--- config.mk ---
export PLATFORM = sky130hd
export DESIGN_NAME = page_xlate
export DESIGN_NICKNAME = d
export VERILOG_FILES = /design/src/rtl/page_xlate_pkg.sv /design/src/rtl/page_xlate_ctrl.sv /design/src/rtl/page_xlate_dpath.sv /design/src/rtl/page_xlate.sv
export SDC_FILE = /design/constraint.sdc
export NUM_CORES = 1
export LEC_CHECK = 0
export ABC_AREA = 1
export BUFFER_PORTS_ARGS = -buffer_cell sky130_fd_sc_hd__buf_2
export CORE_ASPECT_RATIO = 0.9
export CORE_MARGIN = 4
export CORE_UTILIZATION = 38
export CTS_CLUSTER_SIZE = 24
export DETAILED_ROUTE_END_ITERATION = 8
export GPL_TIMING_DRIVEN = 0
export HOLD_SLACK_MARGIN = 0.1
export PLACE_DENSITY = 0.54
export SYNTH_ARGS = -nofsm -noshare
export SYNTH_HDL_FRONTEND = slang
export SYNTH_HIERARCHICAL = 1
export SYNTH_SLANG_ARGS = --single-unit
--- constraint.sdc ---
create_clock -name clk -period 2.79 [get_ports clk]
set_input_delay 0.4185 -clock clk [delete_from_list [all_inputs] [get_ports clk]]
set_output_delay 0.4185 -clock clk [all_outputs]
set_load 0.02 [all_outputs]
--- src/rtl/page_xlate_pkg.sv ---
package page_xlate_pkg;

  typedef enum logic [1:0] {
    ST_IDLE,
    ST_MREQ,
    ST_MWAIT,
    ST_RESP
  } xlState_t;

  // strobes from control to datapath
  typedef struct packed {
    logic ldReq;      // capture page number and offset
    logic ldTlb;      // take result from cache match
    logic ldLenFault; // take length fault result
    logic ldMem;      // take result from table entry
    logic fillEn;     // write fetched entry into cache
  } xlStrobe_t;

endpackage

--- src/rtl/page_xlate_ctrl.sv ---
module page_xlate_ctrl
  import page_xlate_pkg::*;
(
  input  logic      clk,
  input  logic      rstN,
  input  logic      reqValid,
  output logic      reqReady,
  output logic      rspValid,
  input  logic      rspReady,
  output logic      memRdValid,
  input  logic      memRdReady,
  input  logic      memRspValid,
  input  logic      tlbHit,
  input  logic      lenFault,
  input  logic      pteValid,
  output xlStrobe_t strb
);

  xlState_t state, stateNext;

  always_ff @(posedge clk) begin
    if (!rstN) state <= ST_IDLE;
    else       state <= stateNext;
  end

  always_comb begin
    stateNext  = state;
    strb       = '0;
    reqReady   = 1'b0;
    rspValid   = 1'b0;
    memRdValid = 1'b0;
    unique case (state)
      ST_IDLE: begin
        reqReady = 1'b1;
        if (reqValid) begin
          strb.ldReq = 1'b1;
          if (tlbHit) begin
            strb.ldTlb = 1'b1;
            stateNext  = ST_RESP;
          end else if (lenFault) begin
            strb.ldLenFault = 1'b1;
            stateNext       = ST_RESP;
          end else begin
            stateNext = ST_MREQ;
          end
        end
      end
      ST_MREQ: begin
        memRdValid = 1'b1;
        if (memRdReady) stateNext = ST_MWAIT;
      end
      ST_MWAIT: begin
        if (memRspValid) begin
          strb.ldMem  = 1'b1;
          strb.fillEn = pteValid;
          stateNext   = ST_RESP;
        end
      end
      ST_RESP: begin
        rspValid = 1'b1;
        if (rspReady) stateNext = ST_IDLE;
      end
      default: stateNext = ST_IDLE;
    endcase
  end

  // request side only open when nothing else is pending
  p_req_only_idle_r8: assert property (@(posedge clk) disable iff (!rstN)
    reqReady |-> (!rspValid && !memRdValid));

  // response holds until taken
  p_rsp_hold_r8: assert property (@(posedge clk) disable iff (!rstN)
    (rspValid && !rspReady) |=> rspValid);

  // table read holds until taken
  p_mem_hold_r8: assert property (@(posedge clk) disable iff (!rstN)
    (memRdValid && !memRdReady) |=> memRdValid);

  // a length fault answers next cycle without a table read
  p_len_no_read_r4: assert property (@(posedge clk) disable iff (!rstN)
    (reqReady && reqValid && !tlbHit && lenFault) |=> (rspValid && !memRdValid));

endmodule

--- src/rtl/page_xlate_dpath.sv ---
module page_xlate_dpath
  import page_xlate_pkg::*;
#(
  parameter int VA_W      = 16,
  parameter int OFS_W     = 6,
  parameter int FRAME_W   = 8,
  parameter int PT_ADDR_W = 12,
  parameter int TLB_N     = 8,
  localparam int PN_W     = VA_W - OFS_W,
  localparam int PA_W     = FRAME_W + OFS_W,
  localparam int VIC_W    = (TLB_N > 1) ? $clog2(TLB_N) : 1
) (
  input  logic                 clk,
  input  logic                 rstN,
  input  logic                 flush,
  input  xlStrobe_t            strb,
  input  logic [VA_W-1:0]      reqVaddr,
  input  logic [PT_ADDR_W-1:0] ptBase,
  input  logic [PN_W:0]        ptLen,
  input  logic [FRAME_W:0]     memRspData,
  output logic                 tlbHit,
  output logic                 lenFault,
  output logic                 pteValid,
  output logic [PT_ADDR_W-1:0] memRdAddr,
  output logic [PA_W-1:0]      rspPaddr,
  output logic                 rspFault,
  output logic                 rspHit
);

  logic [PN_W-1:0]    reqPn;
  logic [PN_W-1:0]    pnQ;
  logic [OFS_W-1:0]   offQ;
  logic [FRAME_W-1:0] frameQ;
  logic               faultQ;
  logic               hitQ;

  logic [TLB_N-1:0]   tlbValid;
  logic [PN_W-1:0]    tlbTag   [TLB_N];
  logic [FRAME_W-1:0] tlbFrame [TLB_N];
  logic [TLB_N-1:0]   matchVec;
  logic [FRAME_W-1:0] hitFrame;
  logic [VIC_W-1:0]   victim;
  logic               doFill;

  assign reqPn    = reqVaddr[VA_W-1:OFS_W];
  assign lenFault = ({1'b0, reqPn} >= ptLen);
  assign pteValid = memRspData[FRAME_W];
  assign memRdAddr = ptBase + PT_ADDR_W'(pnQ);
  assign doFill   = strb.fillEn && !flush;

  // associative search, one comparator per slot
  for (genvar i = 0; i < TLB_N; i++) begin : g_slot
    assign matchVec[i] = tlbValid[i] && (tlbTag[i] == reqPn);

    always_ff @(posedge clk) begin
      if (!rstN) begin
        tlbValid[i] <= 1'b0;
        tlbTag[i]   <= '0;
        tlbFrame[i] <= '0;
      end else if (flush) begin
        tlbValid[i] <= 1'b0;
      end else if (doFill && (victim == VIC_W'(i))) begin
        tlbValid[i] <= 1'b1;
        tlbTag[i]   <= pnQ;
        tlbFrame[i] <= memRspData[FRAME_W-1:0];
      end
    end
  end

  always_comb begin
    hitFrame = '0;
    for (int i = 0; i < TLB_N; i++) begin
      if (matchVec[i]) hitFrame = hitFrame | tlbFrame[i];
    end
  end

  assign tlbHit = (|matchVec) && !flush;

  // round-robin victim pointer
  always_ff @(posedge clk) begin
    if (!rstN) begin
      victim <= '0;
    end else if (doFill) begin
      if (victim == VIC_W'(TLB_N - 1)) victim <= '0;
      else                             victim <= victim + 1'b1;
    end
  end

  // request capture and result registers
  always_ff @(posedge clk) begin
    if (!rstN) begin
      pnQ    <= '0;
      offQ   <= '0;
      frameQ <= '0;
      faultQ <= 1'b0;
      hitQ   <= 1'b0;
    end else begin
      if (strb.ldReq) begin
        pnQ  <= reqPn;
        offQ <= reqVaddr[OFS_W-1:0];
      end
      if (strb.ldTlb) begin
        frameQ <= hitFrame;
        faultQ <= 1'b0;
        hitQ   <= 1'b1;
      end else if (strb.ldLenFault) begin
        frameQ <= '0;
        faultQ <= 1'b1;
        hitQ   <= 1'b0;
      end else if (strb.ldMem) begin
        frameQ <= pteValid ? memRspData[FRAME_W-1:0] : '0;
        faultQ <= !pteValid;
        hitQ   <= 1'b0;
      end
    end
  end

  assign rspPaddr = {frameQ, offQ};
  assign rspFault = faultQ;
  assign rspHit   = hitQ;

  // a page lives in at most one slot
  p_onehot_match_r2: assert property (@(posedge clk) disable iff (!rstN)
    $onehot0(matchVec));

  // flush leaves the cache empty
  p_flush_clears_r7: assert property (@(posedge clk) disable iff (!rstN)
    flush |=> (tlbValid == '0));

  // a fill lands in the slot the pointer named
  p_fill_sets_r6: assert property (@(posedge clk) disable iff (!rstN)
    (strb.fillEn && !flush) |=> tlbValid[$past(victim)]);

  // a fault never claims a cache hit
  p_fault_no_hit_r5: assert property (@(posedge clk) disable iff (!rstN)
    rspFault |-> !rspHit);

endmodule

--- src/rtl/page_xlate.sv ---
module page_xlate
  import page_xlate_pkg::*;
#(
  parameter int VA_W      = 16,
  parameter int OFS_W     = 6,
  parameter int FRAME_W   = 8,
  parameter int PT_ADDR_W = 12,
  parameter int TLB_N     = 8,
  localparam int PN_W     = VA_W - OFS_W,
  localparam int PA_W     = FRAME_W + OFS_W
) (
  input  logic                 clk,
  input  logic                 rstN,
  input  logic                 flush,
  input  logic [PT_ADDR_W-1:0] ptBase,
  input  logic [PN_W:0]        ptLen,
  input  logic                 reqValid,
  output logic                 reqReady,
  input  logic [VA_W-1:0]      reqVaddr,
  output logic                 rspValid,
  input  logic                 rspReady,
  output logic [PA_W-1:0]      rspPaddr,
  output logic                 rspFault,
  output logic                 rspHit,
  output logic                 memRdValid,
  input  logic                 memRdReady,
  output logic [PT_ADDR_W-1:0] memRdAddr,
  input  logic                 memRspValid,
  input  logic [FRAME_W:0]     memRspData
);

  xlStrobe_t strb;
  logic      tlbHit;
  logic      lenFault;
  logic      pteValid;

  page_xlate_ctrl u_ctrl (
    .clk         (clk),
    .rstN        (rstN),
    .reqValid    (reqValid),
    .reqReady    (reqReady),
    .rspValid    (rspValid),
    .rspReady    (rspReady),
    .memRdValid  (memRdValid),
    .memRdReady  (memRdReady),
    .memRspValid (memRspValid),
    .tlbHit      (tlbHit),
    .lenFault    (lenFault),
    .pteValid    (pteValid),
    .strb        (strb)
  );

  page_xlate_dpath #(
    .VA_W      (VA_W),
    .OFS_W     (OFS_W),
    .FRAME_W   (FRAME_W),
    .PT_ADDR_W (PT_ADDR_W),
    .TLB_N     (TLB_N)
  ) u_dpath (
    .clk        (clk),
    .rstN       (rstN),
    .flush      (flush),
    .strb       (strb),
    .reqVaddr   (reqVaddr),
    .ptBase     (ptBase),
    .ptLen      (ptLen),
    .memRspData (memRspData),
    .tlbHit     (tlbHit),
    .lenFault   (lenFault),
    .pteValid   (pteValid),
    .memRdAddr  (memRdAddr),
    .rspPaddr   (rspPaddr),
    .rspFault   (rspFault),
    .rspHit     (rspHit)
  );

endmodule

==> Flow_metrics.wiki, run 1 <==
{| class="wikitable"
! Metric !! Value
|-
| Worst-case clock buffer depth || 2
|-
| Leakage dissipation || 5.220 nW
|-
| Core Box Area || ~25000 um^2
|-
| TritonCTS clock tree || yes
|-
| Insertion delay of the later-clocked pin in the worst-skew pair || 0.44 ns
|-
| Number of instances in the synthesized netlist || 1250
|-
| First-pass GRT wire length || ~44 mm
|-
| Synthesized net count || about 1300
|-
| Layout overhead on the synthesized area || 15.88%
|-
| Number of synthesized flops with an enable pin || about 140
|-
| Status || complete, no violations
|-
| Final net count || roughly 1400
|-
| Data arrival at the endpoint of the critical path || 2.20 ns
|-
| Mean instance size in the synthesized netlist || 7.962 um^2
|-
| Total gr overflow || 0
|-
| Maximum number of pins on one net before global-route repair || 20
|-
| Via density per instance || 4.891
|-
| Ports || 86
|-
| Most used flip-flop cell after synthesis || sky130_fd_sc_hd__edfxtp_1
|-
| Post-Route Hold Slack || between 0.2 and 0.25 ns
|-
| Starting density of the core || 39.09%
|-
| FILL cells || roughly 2500
|-
| Bufs and invs on worst path || 1
|-
| Final Setup Violations || 0
|-
| Slowest cell on the critical path || sky130_fd_sc_hd__dfxtp_1
|-
| Number of cell instances on the worst register-to-register path || 13
|-
| Top-area cell type share of the netlist area || 43.45%
|-
| Standard-cell row count || between 50 and 60
|-
| Overall power consumption || 0.007168 W
|-
| Met2 Routed Length || around 13 mm
|-
| Global router's overall resource usage || 19.86%
|-
| Period Utilization, post-route || a little over nine tenths
|-
| Layout cells sized above 1 || 13.22%
|-
| Average routed wire per standard cell || 16.43 um
|-
| Post-route setup slack || 0.1685 ns
|-
| Setup repair after global routing missed its margin || yes
|-
| Met1 Routed Length || 13.67 mm
|-
| Cell area power density || 621.6 nW/um^2
|-
| Drt first pass iters || 6
|-
| Internal reg-to-reg setup slack || 0.23 ns
|-
| Number of antenna violations at the first check in global routing || 0
|-
| DIE AREA || 28850 um^2
|-
| Final Hold Viols || 0
|-
| DRC violation count after routing || 0
|-
| Worst Tran Pin Value || 0.8592 ns
|-
| Synthesized flop and latch total || around 180
|-
| Final wirelength || roughly 28 mm
|-
| Overall via count from detail_route || 8368
|-
| Critical path, cell by cell || ha_4 -> nand3_1 -> nand2_1 -> a21oi_1 -> or2_2 -> o21ai_1 -> xor2_1 -> buf_4
|-
| Family of cells with the greatest summed delay on the critical path || simple AND/OR/NAND/NOR gates
|-
| Total number of clock tree sinks || ~180
|-
| Number of DRC markers after the initial detailed-route iteration || 728
|-
| Clock slew at reported path FFs || 0.07 ns
|-
| Die outline width || 178.6 um
|-
| Number of buffers inserted during clock tree synthesis || 17
|-
| Max stage delay on crit path || 0.35 ns
|-
| CTS H-tree depth || 4
|-
| Setup TNS || 0 ns
|-
| Warnings, synthesis || 6
|-
| Max Clock Freq || 381.5 MHz
|-
| Post-Synthesis Cell Area || approximately 10000 um^2
|-
| Number of global-route vias before repair || 8118
|-
| Fin crit period || 2.621 ns
|-
| Top cells by area in the synthesized netlist || sky130_fd_sc_hd__edfxtp_1 43%, sky130_fd_sc_hd__nand2_1 13%, sky130_fd_sc_hd__nor2_1 9.7%
|-
| Share of flip-flops with an asynchronous set or reset after synthesis || 0%
|-
| Number of input and output port buffers inserted || 85
|-
| Worst setup skew after layout || 0.009204 ns
|-
| Data required time at the worst endpoint || ~2.4 ns
|-
| Number of stages on the worst hold path || 3
|-
| Maximum resistive drop on vdd || 0.4360 mV
|-
| Worst flop-to-flop path endpoint || u_dpath/frameQ[7]
|-
| Antenna cell count || 0
|-
| Endpoint with the worst hold slack || u_dpath/offQ[0]
|-
| Post-Place Setup Slack || -0.6389 ns
|-
| Startpoint of the worst hold path || reqVaddr[0]
|-
| Uppermost layer routed || met4
|-
| Die extent in y || 161.5 um
|-
| Part of the Yosys area used for sequential elements || 51.29%
|-
| Antenna Violating Nets Remaining || 0
|-
| Number of distinct library cells after synthesis || 34
|-
| Number of slew-limit violations in the final report || 0
|-
| Half-perimeter wire length after detailed placement || 21.51 mm
|-
| Cell taking the most area after synthesis || sky130_fd_sc_hd__edfxtp_1
|-
| Cell at the root of the clock tree || sky130_fd_sc_hd__clkbuf_16
|-
| Number of max-cap violations || 0
|-
| Start-to-end type of the worst setup path || reg2out
|-
| WL met3 || roughly 1.3 mm
|-
| Startpoint of the worst-slack reg-to-reg timing path || u_dpath/tlbTag[1][12]
|-
| Worst hold path class || in2reg
|-
| Highest fanout seen on the critical path || 4
|-
| Endpoint kind of the worst setup timing path || output port
|-
| Kind of start point of the critical path || flop
|-
| Final estimated routing congestion in global placement || roughly 0.86
|-
| Max transition margin || 42.58%
|}
## tightest hold or removal path: stages
cell and delay, ns:
sky130_fd_sc_hd__buf_2 0.07, sky130_fd_sc_hd__nor2_1 0.03, sky130_fd_sc_hd__nor2_1 0.08
## power breakdown
group	internal [W]	switching, W	leakage, nW
Clock	0.00127	0.00104	0.265
Sequential	0.00310	0.000111	1.81
Combinational	0.000516	0.00112	3.15
## per-stage QoR
stage / instance area, um^2 / utilization [%] / instances
finish: 11530 / 45.29 / 1711
CTS: 11390 / 44.75 / 1709
global placement: 10810 / 42.44 / 1677
floorplan: 9952 / - / 1250
detailed placement: 10810 / 42.44 / 1677
global route: 11530 / 45.29 / 1711
## cells in the mapped netlist (2+ instances only)
library cell / n
sky130_fd_sc_hd__edfxtp_1: 144
sky130_fd_sc_hd__xor2_1: 7
sky130_fd_sc_hd__nor2_2: 12
sky130_fd_sc_hd__nand4_1: 8
sky130_fd_sc_hd__ha_1: 32
sky130_fd_sc_hd__clkinv_1: 5
sky130_fd_sc_hd__nor3b_1: 2
sky130_fd_sc_hd__nor2_4: 3
sky130_fd_sc_hd__nor3_1: 9
sky130_fd_sc_hd__clkbuf_1: 13
sky130_fd_sc_hd__buf_2: 6
sky130_fd_sc_hd__nand2_1: 338
sky130_fd_sc_hd__buf_4: 6
sky130_fd_sc_hd__a21oi_1: 50
sky130_fd_sc_hd__buf_6: 2
sky130_fd_sc_hd__inv_2: 7
sky130_fd_sc_hd__o21ai_0: 27
sky130_fd_sc_hd__inv_1: 159
sky130_fd_sc_hd__or2_2: 2
sky130_fd_sc_hd__nand3_1: 84
sky130_fd_sc_hd__a32oi_1: 8
sky130_fd_sc_hd__nor2_1: 256
sky130_fd_sc_hd__nand2_2: 4
sky130_fd_sc_hd__dfxtp_1: 39
sky130_fd_sc_hd__xnor2_1: 18
## state kept, by name, summed over array words and instances, names as in the netlist
register / count
u_dpath/tlbTag: 80
u_dpath/tlbFrame: 64
u_dpath/pnQ: 10
u_dpath/frameQ: 8
u_dpath/tlbValid: 8
u_dpath/offQ: 6
u_dpath/victim: 3
u_ctrl/state: 2
u_dpath/rspFault: 1
u_dpath/rspHit: 1
## how the worst max path moves through the flow
stage	slack, ns	end	cells past startpoint	start
after floorplan	0.33	u_dpath/frameQ[0]	14	reqVaddr[12]
after global placement	-0.65	u_dpath/frameQ[0]	16	reqVaddr[8]
after detailed placement	-0.64	u_dpath/frameQ[1]	16	reqVaddr[8]
after CTS	0.005	memRdAddr[11]	8	u_dpath/pnQ[6]
after global routing	-0.03	u_dpath/frameQ[0]	17	reqVaddr[6]
final	0.17	memRdAddr[11]	8	u_dpath/pnQ[2]
## what timing repair did
| item | 4_1_cts | 5_1_grt |
|---|---|---|
| gates resized for setup | 8 | 32 |
| setup buffers | 0 | 1 |
| pin swaps | 0 | 1 |
| hold buffers | 0 | 0 |
| cloned | 0 | 1 |
| setup endpoints to repair | 14 | 76 |
## final cells by class
type | instances | area (um^2) | share of cell area (%)
Clock inverter | 12 | 103.9 | 0.9005
Multi-Input combinational cell | 869 | 4193 | 36.36
Tap cell | 342 | 427.9 | 3.711
Timing Repair inverter | 1 | 7.507 | 0.06510
Buffer | 27 | 152.6 | 1.324
Clock buffer | 20 | 456.7 | 3.960
Timing Repair Buffer | 86 | 437.9 | 3.797
Inverter | 171 | 648.1 | 5.620
Sequential cell | 183 | 5105 | 44.27
## metal layers
metal	up-vias	track usage (%)
li1	4200	-
met1	3961	28.37
met2	185	31.57
met3	22	3.323
met4	0	4.848
met5	-	0
## cell usage in the layout (no fill, tap or decap), types with 9 or more instances in the layout
cell type / instances
sky130_fd_sc_hd__nor2_2: 14
sky130_fd_sc_hd__nand3_1: 84
sky130_fd_sc_hd__nor2_4: 9
sky130_fd_sc_hd__clkbuf_16: 17
sky130_fd_sc_hd__edfxtp_1: 144
sky130_fd_sc_hd__inv_1: 159
sky130_fd_sc_hd__xnor2_1: 18
sky130_fd_sc_hd__buf_2: 87
sky130_fd_sc_hd__dfxtp_1: 39
sky130_fd_sc_hd__ha_1: 27
sky130_fd_sc_hd__clkbuf_1: 13
sky130_fd_sc_hd__a21oi_1: 49
sky130_fd_sc_hd__o21ai_0: 24
sky130_fd_sc_hd__nor2_1: 248
sky130_fd_sc_hd__buf_4: 9
sky130_fd_sc_hd__nand2_1: 334
## cell families after synthesis
| group | Yosys count | share of synthesized area [%] |
|---|---|---|
| compound gates | 90 | 4.954 |
| fa+ha+maj | 33 | 4.224 |
| xor+xnor | 25 | 2.200 |
| flops | 183 | 51.29 |
| buf+inv | 198 | 7.921 |
| simple gates | 721 | 29.41 |
No activity file was read; power rests on OpenSTA's default activity.
==> run 2, diff against run 1 <==
--- a/config.mk
+++ b/config.mk
@@ -7,14 +7,16 @@
 export LEC_CHECK = 0
 export ABC_AREA = 1
 export BUFFER_PORTS_ARGS = -buffer_cell sky130_fd_sc_hd__buf_2
+export CELL_PAD_IN_SITES_DETAIL_PLACEMENT = 1
+export CELL_PAD_IN_SITES_GLOBAL_PLACEMENT = 1
 export CORE_ASPECT_RATIO = 0.9
 export CORE_MARGIN = 4
-export CORE_UTILIZATION = 38
+export CORE_UTILIZATION = 45
 export CTS_CLUSTER_SIZE = 24
 export DETAILED_ROUTE_END_ITERATION = 8
 export GPL_TIMING_DRIVEN = 0
 export HOLD_SLACK_MARGIN = 0.1
-export PLACE_DENSITY = 0.54
+export PLACE_DENSITY = 0.79
 export SYNTH_ARGS = -nofsm -noshare
 export SYNTH_HDL_FRONTEND = slang
 export SYNTH_HIERARCHICAL = 1
==> run 2 against run 1 <==
Setup slack worse by 0.032 ns. Maximum frequency down 1.2%. Critical path type is now in2reg. Highest routed layer unchanged. Die area fell by 15%. Largest cell class unchanged.
==> Flow_metrics.wiki, run 2 (same netlist as run 1, synthesis figures left out) <==
{| class="wikitable"
! Metric !! Value
|-
| Startpoint of the worst-slack reg-to-reg timing path || u_ctrl/state[0]
|-
| Layout cells sized above 1 || 14.51% (+1.3 points)
|-
| TritonCTS clock tree || yes
|-
| CP endpoint || u_dpath/frameQ[4]
|-
| Number of slew-limit violations in the final report || 0 (unchanged)
|-
| Switching part of the total || 31.36% (-0.40 points)
|-
| Layout overhead on the synthesized area || 17.68%
|-
| Flip-flop count of the largest register after layout || 80 (unchanged)
|-
| Status || complete, no violations
|-
| Maximum resistive drop on vdd || 0.4186 mV (-4.0%)
|-
| Highest fanout seen on the critical path || 10 (+6)
|-
| Startpoint of the worst hold path || reqVaddr[3]
|-
| Number of buffers inserted during clock tree synthesis || 17 (unchanged)
|-
| DRC violation count after routing || 0 (unchanged)
|-
| Half-perimeter wire length after detailed placement || 23.86 mm (+11%)
|-
| CTS H-tree depth || 4 (unchanged)
|-
| Data arrival at the endpoint of the critical path || 2.98 ns (+0.78 ns)
|-
| Number of input and output port buffers inserted || 85 (unchanged)
|-
| Overall via count from detail_route || 8842 (+5.7%)
|-
| Worst hold path class || in2reg
|-
| Total gr overflow || 0 (unchanged)
|-
| First-pass GRT wire length || 48.97 mm (+12%)
|-
| Number of cell instances on the worst register-to-register path || 8 (-5)
|-
| Period Utilization, post-route || 95.11% (+1.2 points)
|-
| Most common cell after layout, fill and taps aside || sky130_fd_sc_hd__nand2_1
|-
| Final net count || 1453 (+0.62%)
|-
| Total number of clock tree sinks || 183 (unchanged)
|-
| Leakage dissipation || 5.323 nW (+2.0%)
|-
| Largest regs || u_dpath/tlbTag: 80 flops, u_dpath/tlbFrame: 64 flops, u_dpath/pnQ: 10 flops
|-
| Antenna cell count || 0 (unchanged)
|-
| Final wirelength || 32.04 mm (+14%)
|-
| Placed cell count || 1626 (-3.0%)
|-
| Post-Route Hold Slack || 0.1990 ns (-0.005807 ns)
|-
| Start-to-end type of the worst setup path || in2reg
|-
| Max transition margin || 43.03% (+0.45 points)
|-
| Drt first pass iters || 5 (-1)
|-
| Max stage delay on crit path || 0.29 ns (-0.06 ns)
|-
| Max Clock Freq || 376.8 MHz (-1.2%)
|-
| Gate power share || 22.6% (-0.2 points)
|-
| Commonest non-fill, non-tap cells in the layout || 334 x sky130_fd_sc_hd__nand2_1, 247 x sky130_fd_sc_hd__nor2_1, 157 x sky130_fd_sc_hd__inv_1
|-
| Cell area power density || 646.8 nW/um^2 (+4.1%)
|-
| Core Box Area || 21700 um^2 (-15%)
|-
| Cell at the root of the clock tree || sky130_fd_sc_hd__clkbuf_16
|-
| Number of global-route vias before repair || 9287 (+14%)
|-
| Number of DRC markers after the initial detailed-route iteration || 542 (-26%)
|-
| Most flop-heavy register || u_dpath/tlbTag
|-
| Ports || 86 (unchanged)
|-
| Worst flop-to-flop path endpoint || u_dpath/tlbTag[0][29]
|-
| Internal Dissipation || 0.005200 W (+6.3%)
|-
| Starting density of the core || 45.87% (+6.8 points)
|-
| Internal reg-to-reg setup slack || 0.17 ns (-0.06 ns)
|-
| Number of max-cap violations || 0 (unchanged)
|-
| Kind of start point of the critical path || input port
|-
| Setup repair after global routing missed its margin || yes
|-
| Insertion delay of the later-clocked pin in the worst-skew pair || 0.44 ns (about the same)
|-
| Worst-case clock buffer depth || 2 (unchanged)
|-
| Fin crit period || 2.654 ns (+0.03224 ns)
|-
| Switch Pwr || 0.002375 W (+4.3%)
|-
| DIE AREA || 24560 um^2 (-15%)
|-
| Setup TNS || 0 ns (unchanged)
|-
| Overall power consumption || 0.007575 W (+5.7%)
|-
| Crit path launch || reqVaddr[10]
|-
| FILL cells || 2729 (+7.5%)
|-
| Clock slew at reported path FFs || 0.07 ns (about the same)
|-
| Average routed wire per standard cell || 19.19 um (+17%)
|-
| Number of antenna violations at the first check in global routing || 0 (unchanged)
|-
| Slowest cell on the critical path || sky130_fd_sc_hd__nor2_2
|-
| Final estimated routing congestion in global placement || 0.8325 (-2.8%)
|-
| Critical path, cell by cell || buf_2 -> buf_4 -> clkinvlp_4 -> nand2_1 -> nand3_1 -> nor2_2 -> nand2_1 -> a31oi_2 -> inv_1 -> nor2_2 -> clkbuf_4 -> inv_4 -> a32oi_1 -> a21oi_1
|-
| Die outline width || 164.8 um (-7.7%)
|-
| Data required time at the worst endpoint || 3.11 ns (+0.74 ns)
|-
| Worst setup skew after layout || 0.01451 ns (+0.005310 ns)
|-
| Die extent in y || 149.1 um (-7.7%)
|-
| Count of non-filler cells in the finished layout || 1669 (-2.5%)
|-
| Part of the power in registers || 42.5% (-2.4 points)
|-
| Global router's overall resource usage || 26.29% (+6.4 points)
|-
| Final Hold Viols || 0 (unchanged)
|-
| Final Setup Violations || 0 (unchanged)
|-
| Via density per instance || 5.298 (+8.3%)
|-
| Standard-cell row count || 51 (-7.3%)
|-
| Maximum number of pins on one net before global-route repair || 20 (unchanged)
|-
| Worst Tran Pin Value || 0.8525 ns (-0.006669 ns)
|-
| Power share of the clock group || 34.9% (+2.6 points)
|-
| Endpoint kind of the worst setup timing path || flop
|-
| Antenna Violating Nets Remaining || 0 (unchanged)
|}
==> run 2: worst min path at each step <==
stage | depth (start not counted) | slack, ns | endpoint
2_1_floorplan | 2 | 0.44 | u_dpath/tlbValid[3]
4_1_cts | 3 | 0.19 | u_dpath/offQ[3]
3_3_place_gp | 2 | 0.45 | u_dpath/tlbValid[6]
6_report | 3 | 0.20 | u_dpath/offQ[3]
3_5_place_dp | 2 | 0.46 | u_dpath/tlbValid[3]
5_1_grt | 3 | 0.20 | u_dpath/offQ[0]
==> run 2: routing by layer <==
metal | up-vias | GRT usage, % | part of all wire, %
met2 | 241 | 46.21 | 50
met1 | 4342 | 33.30 | 43
met4 | 0 | 6.362 | 1.5
met3 | 38 | 5.361 | 5.9
met5 | - | 0 | 0
li1 | 4221 | - | -
==> run 2: per-stage QoR <==
step,worst slack (ns),instance area (um^2),util [%]
after floorplan,0.3266,9952,-
after global placement,-0.8074,10740,49.51
after detailed placement,-0.8710,10740,49.51
after CTS,0.0004279,11450,52.76
after global routing,-0.03972,11710,53.98
final,0.1363,11710,53.98
==> run 2: final cells by class <==
type | instances | area (um^2) | area share (%)
buffer | 27 | 152.6 | 1.303
tap | 291 | 364.1 | 3.109
timing repair buffer | 95 | 518.0 | 4.423
timing repair inverter | 1 | 7.507 | 0.06410
inverter | 171 | 659.4 | 5.630
clock inverter | 11 | 157.7 | 1.346
clock buffer | 21 | 493.0 | 4.209
multi-input combinational | 869 | 4254 | 36.32
sequential | 183 | 5105 | 43.59
==> run 2: critical path, delay by kind of cell <==
family | cells | cell delay [ns]
buf+inv | 6 | 1.01
compound gates | 3 | 0.66
simple gates | 5 | 0.90
==> run 2: what timing repair did <==
| item | 4_1_cts | 5_1_grt |
|---|---|---|
| hold buffers | 0 | 0 |
| buffers inserted | 0 | 10 |
| gates resized for setup | 17 | 38 |
| pin swaps | 0 | 8 |
| cloned | 0 | 1 |
| endpoints found under the setup margin | 15 | 58 |
==> run 2: power groups by stage <==
stage / clock [W] / combinational, W / sequential, W
detailed placement: 0 / 0.00162 / 0.00327
global route: 0.00278 / 0.00191 / 0.00324
CTS: 0.00267 / 0.00165 / 0.00322
global placement: 0 / 0.00156 / 0.00326
floorplan: 0 / 0.00104 / 0.00328
finish: 0.00264 / 0.00171 / 0.00322
==> run 3, diff against run 2 <==
--- a/config.mk
+++ b/config.mk
@@ -9,7 +9,7 @@
 export BUFFER_PORTS_ARGS = -buffer_cell sky130_fd_sc_hd__buf_2
 export CELL_PAD_IN_SITES_DETAIL_PLACEMENT = 1
 export CELL_PAD_IN_SITES_GLOBAL_PLACEMENT = 1
-export CORE_ASPECT_RATIO = 0.9
+export CORE_ASPECT_RATIO = 1.5
 export CORE_MARGIN = 4
 export CORE_UTILIZATION = 45
 export CTS_CLUSTER_SIZE = 24
==> run 3 against run 2 <==
Global-route usage is 0.066 points lower. Non-clock buffer count is 7 lower. Maximum frequency is 2.0% lower. Largest power group unchanged.
==> Flow_metrics.wiki, run 3 (same netlist as run 1, synthesis figures left out) <==
{| class="wikitable"
! Metric !! Value
|-
| Total number of clock tree sinks || 183 (unchanged)
|-
| Number of global-route vias before repair || 9304 (+0.18%)
|-
| Core Box Area || 21720 um^2 (+0.10%)
|-
| Commonest non-fill, non-tap cells in the layout || 334 x sky130_fd_sc_hd__nand2_1, 247 x sky130_fd_sc_hd__nor2_1, 159 x sky130_fd_sc_hd__inv_1
|-
| DRC violation count after routing || 0 (unchanged)
|-
| Endpoint kind of the worst setup timing path || flop
|-
| Half-perimeter wire length after detailed placement || 24.40 mm (+2.3%)
|-
| Data required time at the worst endpoint || 2.76 ns (-0.35 ns)
|-
| Kind of start point of the critical path || flop
|-
| Layout overhead on the synthesized area || 15.17%
|-
| Post-Route Hold Slack || 0.2097 ns (+0.01078 ns)
|-
| Number of max-cap violations || 0 (unchanged)
|-
| Insertion delay of the later-clocked pin in the worst-skew pair || 0.44 ns (about the same)
|-
| Highest fanout seen on the critical path || 18 (+8)
|-
| Number of stages on the worst hold path || 3 (unchanged)
|-
| Maximum resistive drop on vdd || 0.4313 mV (+3.0%)
|-
| Antenna cell count || 0 (unchanged)
|-
| Overall power consumption || 0.007113 W (-6.1%)
|-
| TritonCTS clock tree || yes
|-
| Maximum number of pins on one net before global-route repair || 20 (unchanged)
|-
| Largest regs || u_dpath/tlbTag: 80 flops, u_dpath/tlbFrame: 64 flops, u_dpath/pnQ: 10 flops
|-
| Number of buffers inserted during clock tree synthesis || 17 (unchanged)
|-
| Max transition margin || 41.13% (-1.9 points)
|-
| Final net count || 1446 (-0.48%)
|-
| Ports || 86 (unchanged)
|-
| Internal reg-to-reg setup slack || 0.08 ns (-0.09 ns)
|-
| Die outline width || 129.4 um (-21%)
|-
| Overall via count from detail_route || 8793 (-0.55%)
|-
| Standard-cell row count || 66 (+29%)
|-
| Number of DRC markers after the initial detailed-route iteration || 521 (-3.9%)
|-
| Cell area power density || 620.5 nW/um^2 (-4.1%)
|-
| Max stage delay on crit path || 0.52 ns (+0.23 ns)
|-
| Most common cell type on the critical path || sky130_fd_sc_hd__nand2_1
|-
| Worst-case clock buffer depth || 2 (unchanged)
|-
| Most flop-heavy register || u_dpath/tlbTag
|-
| Crit path launch || u_ctrl/state[0]
|-
| Number of slew-limit violations in the final report || 0 (unchanged)
|-
| Flip-flop count of the largest register after layout || 80 (unchanged)
|-
| First-pass GRT wire length || 48.26 mm (-1.5%)
|-
| Placed cell count || 1607 (-1.2%)
|-
| Start-to-end type of the worst setup path || reg2reg
|-
| Final core utilization || 52.78% (-1.2 points)
|-
| DIE AREA || 24610 um^2 (+0.19%)
|-
| Die extent in y || 190.1 um (+28%)
|-
| Final wirelength || 31.79 mm (-0.76%)
|-
| Period Utilization, post-route || 97.09% (+2.0 points)
|-
| Worst Tran Pin Value || 0.8810 ns (+0.02846 ns)
|-
| Fin crit period || 2.709 ns (+0.05520 ns)
|-
| CP endpoint || u_dpath/tlbTag[0][34]
|-
| Layout cells sized above 1 || 13.42% (-1.1 points)
|-
| Via density per instance || 5.352 (+1.0%)
|-
| Worst setup skew after layout || 0.008473 ns (-0.006041 ns)
|-
| Critical path, cell by cell || inv_1 -> ha_1 -> nand2_1 -> nor2_1 -> nand2_1 -> clkinv_1 -> nand2_1 -> nand2_1
|-
| Status || complete, no violations
|-
| Worst flop-to-flop path endpoint || u_dpath/tlbTag[0][34]
|-
| Most common cell after layout, fill and taps aside || sky130_fd_sc_hd__nand2_1
|-
| Clock slew at reported path FFs || 0.07 ns (about the same)
|-
| Global router's overall resource usage || 26.22% (-0.066 points)
|-
| Setup repair after global routing missed its margin || yes
|-
| Setup TNS || 0 ns (unchanged)
|-
| Sequential cell area || 5105 um^2 (unchanged)
|-
| Data arrival at the endpoint of the critical path || 2.68 ns (-0.30 ns)
|-
| Final Setup Violations || 0 (unchanged)
|-
| Number of antenna violations at the first check in global routing || 0 (unchanged)
|-
| FILL cells || 2756 (+0.99%)
|-
| Leakage dissipation || 5.222 nW (-1.9%)
|-
| Average routed wire per standard cell || 19.35 um (+0.82%)
|-
| Slowest cell on the critical path || sky130_fd_sc_hd__nand2_1
|-
| Count of non-filler cells in the finished layout || 1643 (-1.6%)
|-
| Total gr overflow || 0 (unchanged)
|-
| Number of input and output port buffers inserted || 85 (unchanged)
|-
| Drt first pass iters || 6 (+1)
|-
| CTS H-tree depth || 4 (unchanged)
|-
| Startpoint of the worst-slack reg-to-reg timing path || u_ctrl/state[0]
|-
| Starting density of the core || 45.82% (-0.048 points)
|-
| Final Hold Viols || 0 (unchanged)
|-
| Cell at the root of the clock tree || sky130_fd_sc_hd__clkbuf_16
|-
| Final estimated routing congestion in global placement || 0.9014 (+8.3%)
|-
| Antenna Violating Nets Remaining || 0 (unchanged)
|-
| Number of cell instances on the worst register-to-register path || 8 (unchanged)
|-
| Max Clock Freq || 369.2 MHz (-2.0%)
|-
| Area taken by multi-input logic gates || 4227 um^2 (-0.65%)
|-
| Worst hold path class || in2reg
|}
-- run 3: changes by cell type in the layout (fill, tap and decap cells not counted), moves of 2 or more --
cell,previous run,this run
sky130_fd_sc_hd__nor3_1,8,6
sky130_fd_sc_hd__bufinv_16,3,0
sky130_fd_sc_hd__clkinvlp_4,5,3
sky130_fd_sc_hd__clkbuf_16,19,17
sky130_fd_sc_hd__clkinv_1,2,5
sky130_fd_sc_hd__clkbuf_1,13,15
sky130_fd_sc_hd__buf_4,16,11
sky130_fd_sc_hd__inv_1,157,159
sky130_fd_sc_hd__nor3_2,1,3
-- run 3: stage by stage --
step	worst slack, ns	instance area, um^2
after floorplan	0.3266	9952
after global placement	-0.6038	10720
after detailed placement	-0.7115	10720
after CTS	-0.06164	11290
after global routing	-0.08336	11460
final	0.08110	11460
-- run 3: how the worst min path moves through the flow --
| stage | startpoint | end | slack [ns] |
|---|---|---|---|
| 2_1_floorplan | u_dpath/tlbValid[3] | u_dpath/tlbValid[3] | 0.44 |
| 3_3_place_gp | u_dpath/rspHit | u_dpath/rspHit | 0.45 |
| 3_5_place_dp | u_dpath/tlbValid[6] | u_dpath/tlbValid[6] | 0.46 |
| 4_1_cts | reqVaddr[4] | u_dpath/offQ[4] | 0.19 |
| 5_1_grt | reqVaddr[3] | u_dpath/offQ[3] | 0.21 |
| 6_report | reqVaddr[4] | u_dpath/offQ[4] | 0.21 |
-- run 3: power by group --
part	switching (W)	leakage [nW]	internal [W]
clock	0.00103	0.255	0.00116
sequential	0.000113	1.81	0.00311
combinational	0.00118	3.16	0.000519
-- run 3: layer usage --
layer  global-route usage, %  share of wire, %
met1                   28.56                38
met2                   49.08                54
met3                   3.146               3.3
met4                   13.16               4.9
met5                       0                 0
-- run 3: layout make-up --
class | instances | share of cell area, %
well taps | 272 | 2.969
clock inverters | 11 | 0.6659
inverters | 171 | 5.676
repair inverters | 1 | 0.06550
clock buffers | 21 | 3.930
flip-flops and latches | 183 | 44.54
repair buffers | 88 | 3.952
multi-input cells | 869 | 36.87
plain buffers | 27 | 1.332
-- run 3: critical path: cells and delay by family (launching register included) --
| kind | cells | cell delay, ns |
|---|---|---|
| AND/OR/NAND/NOR | 5 | 1.12 |
| buffers and inverters | 2 | 0.48 |
| flip-flops | 1 | 0.40 |
| adder cells (fa/ha/maj) | 1 | 0.24 |
-- run 3: timing repair --
item / 4_1_cts / 5_1_grt
gates cloned: 0 / 1
setup endpoints to repair: 99 / 107
hold buffers: 0 / 0
pin swaps: 0 / 2
gates resized for setup: 17 / 32
buffers inserted: 0 / 3
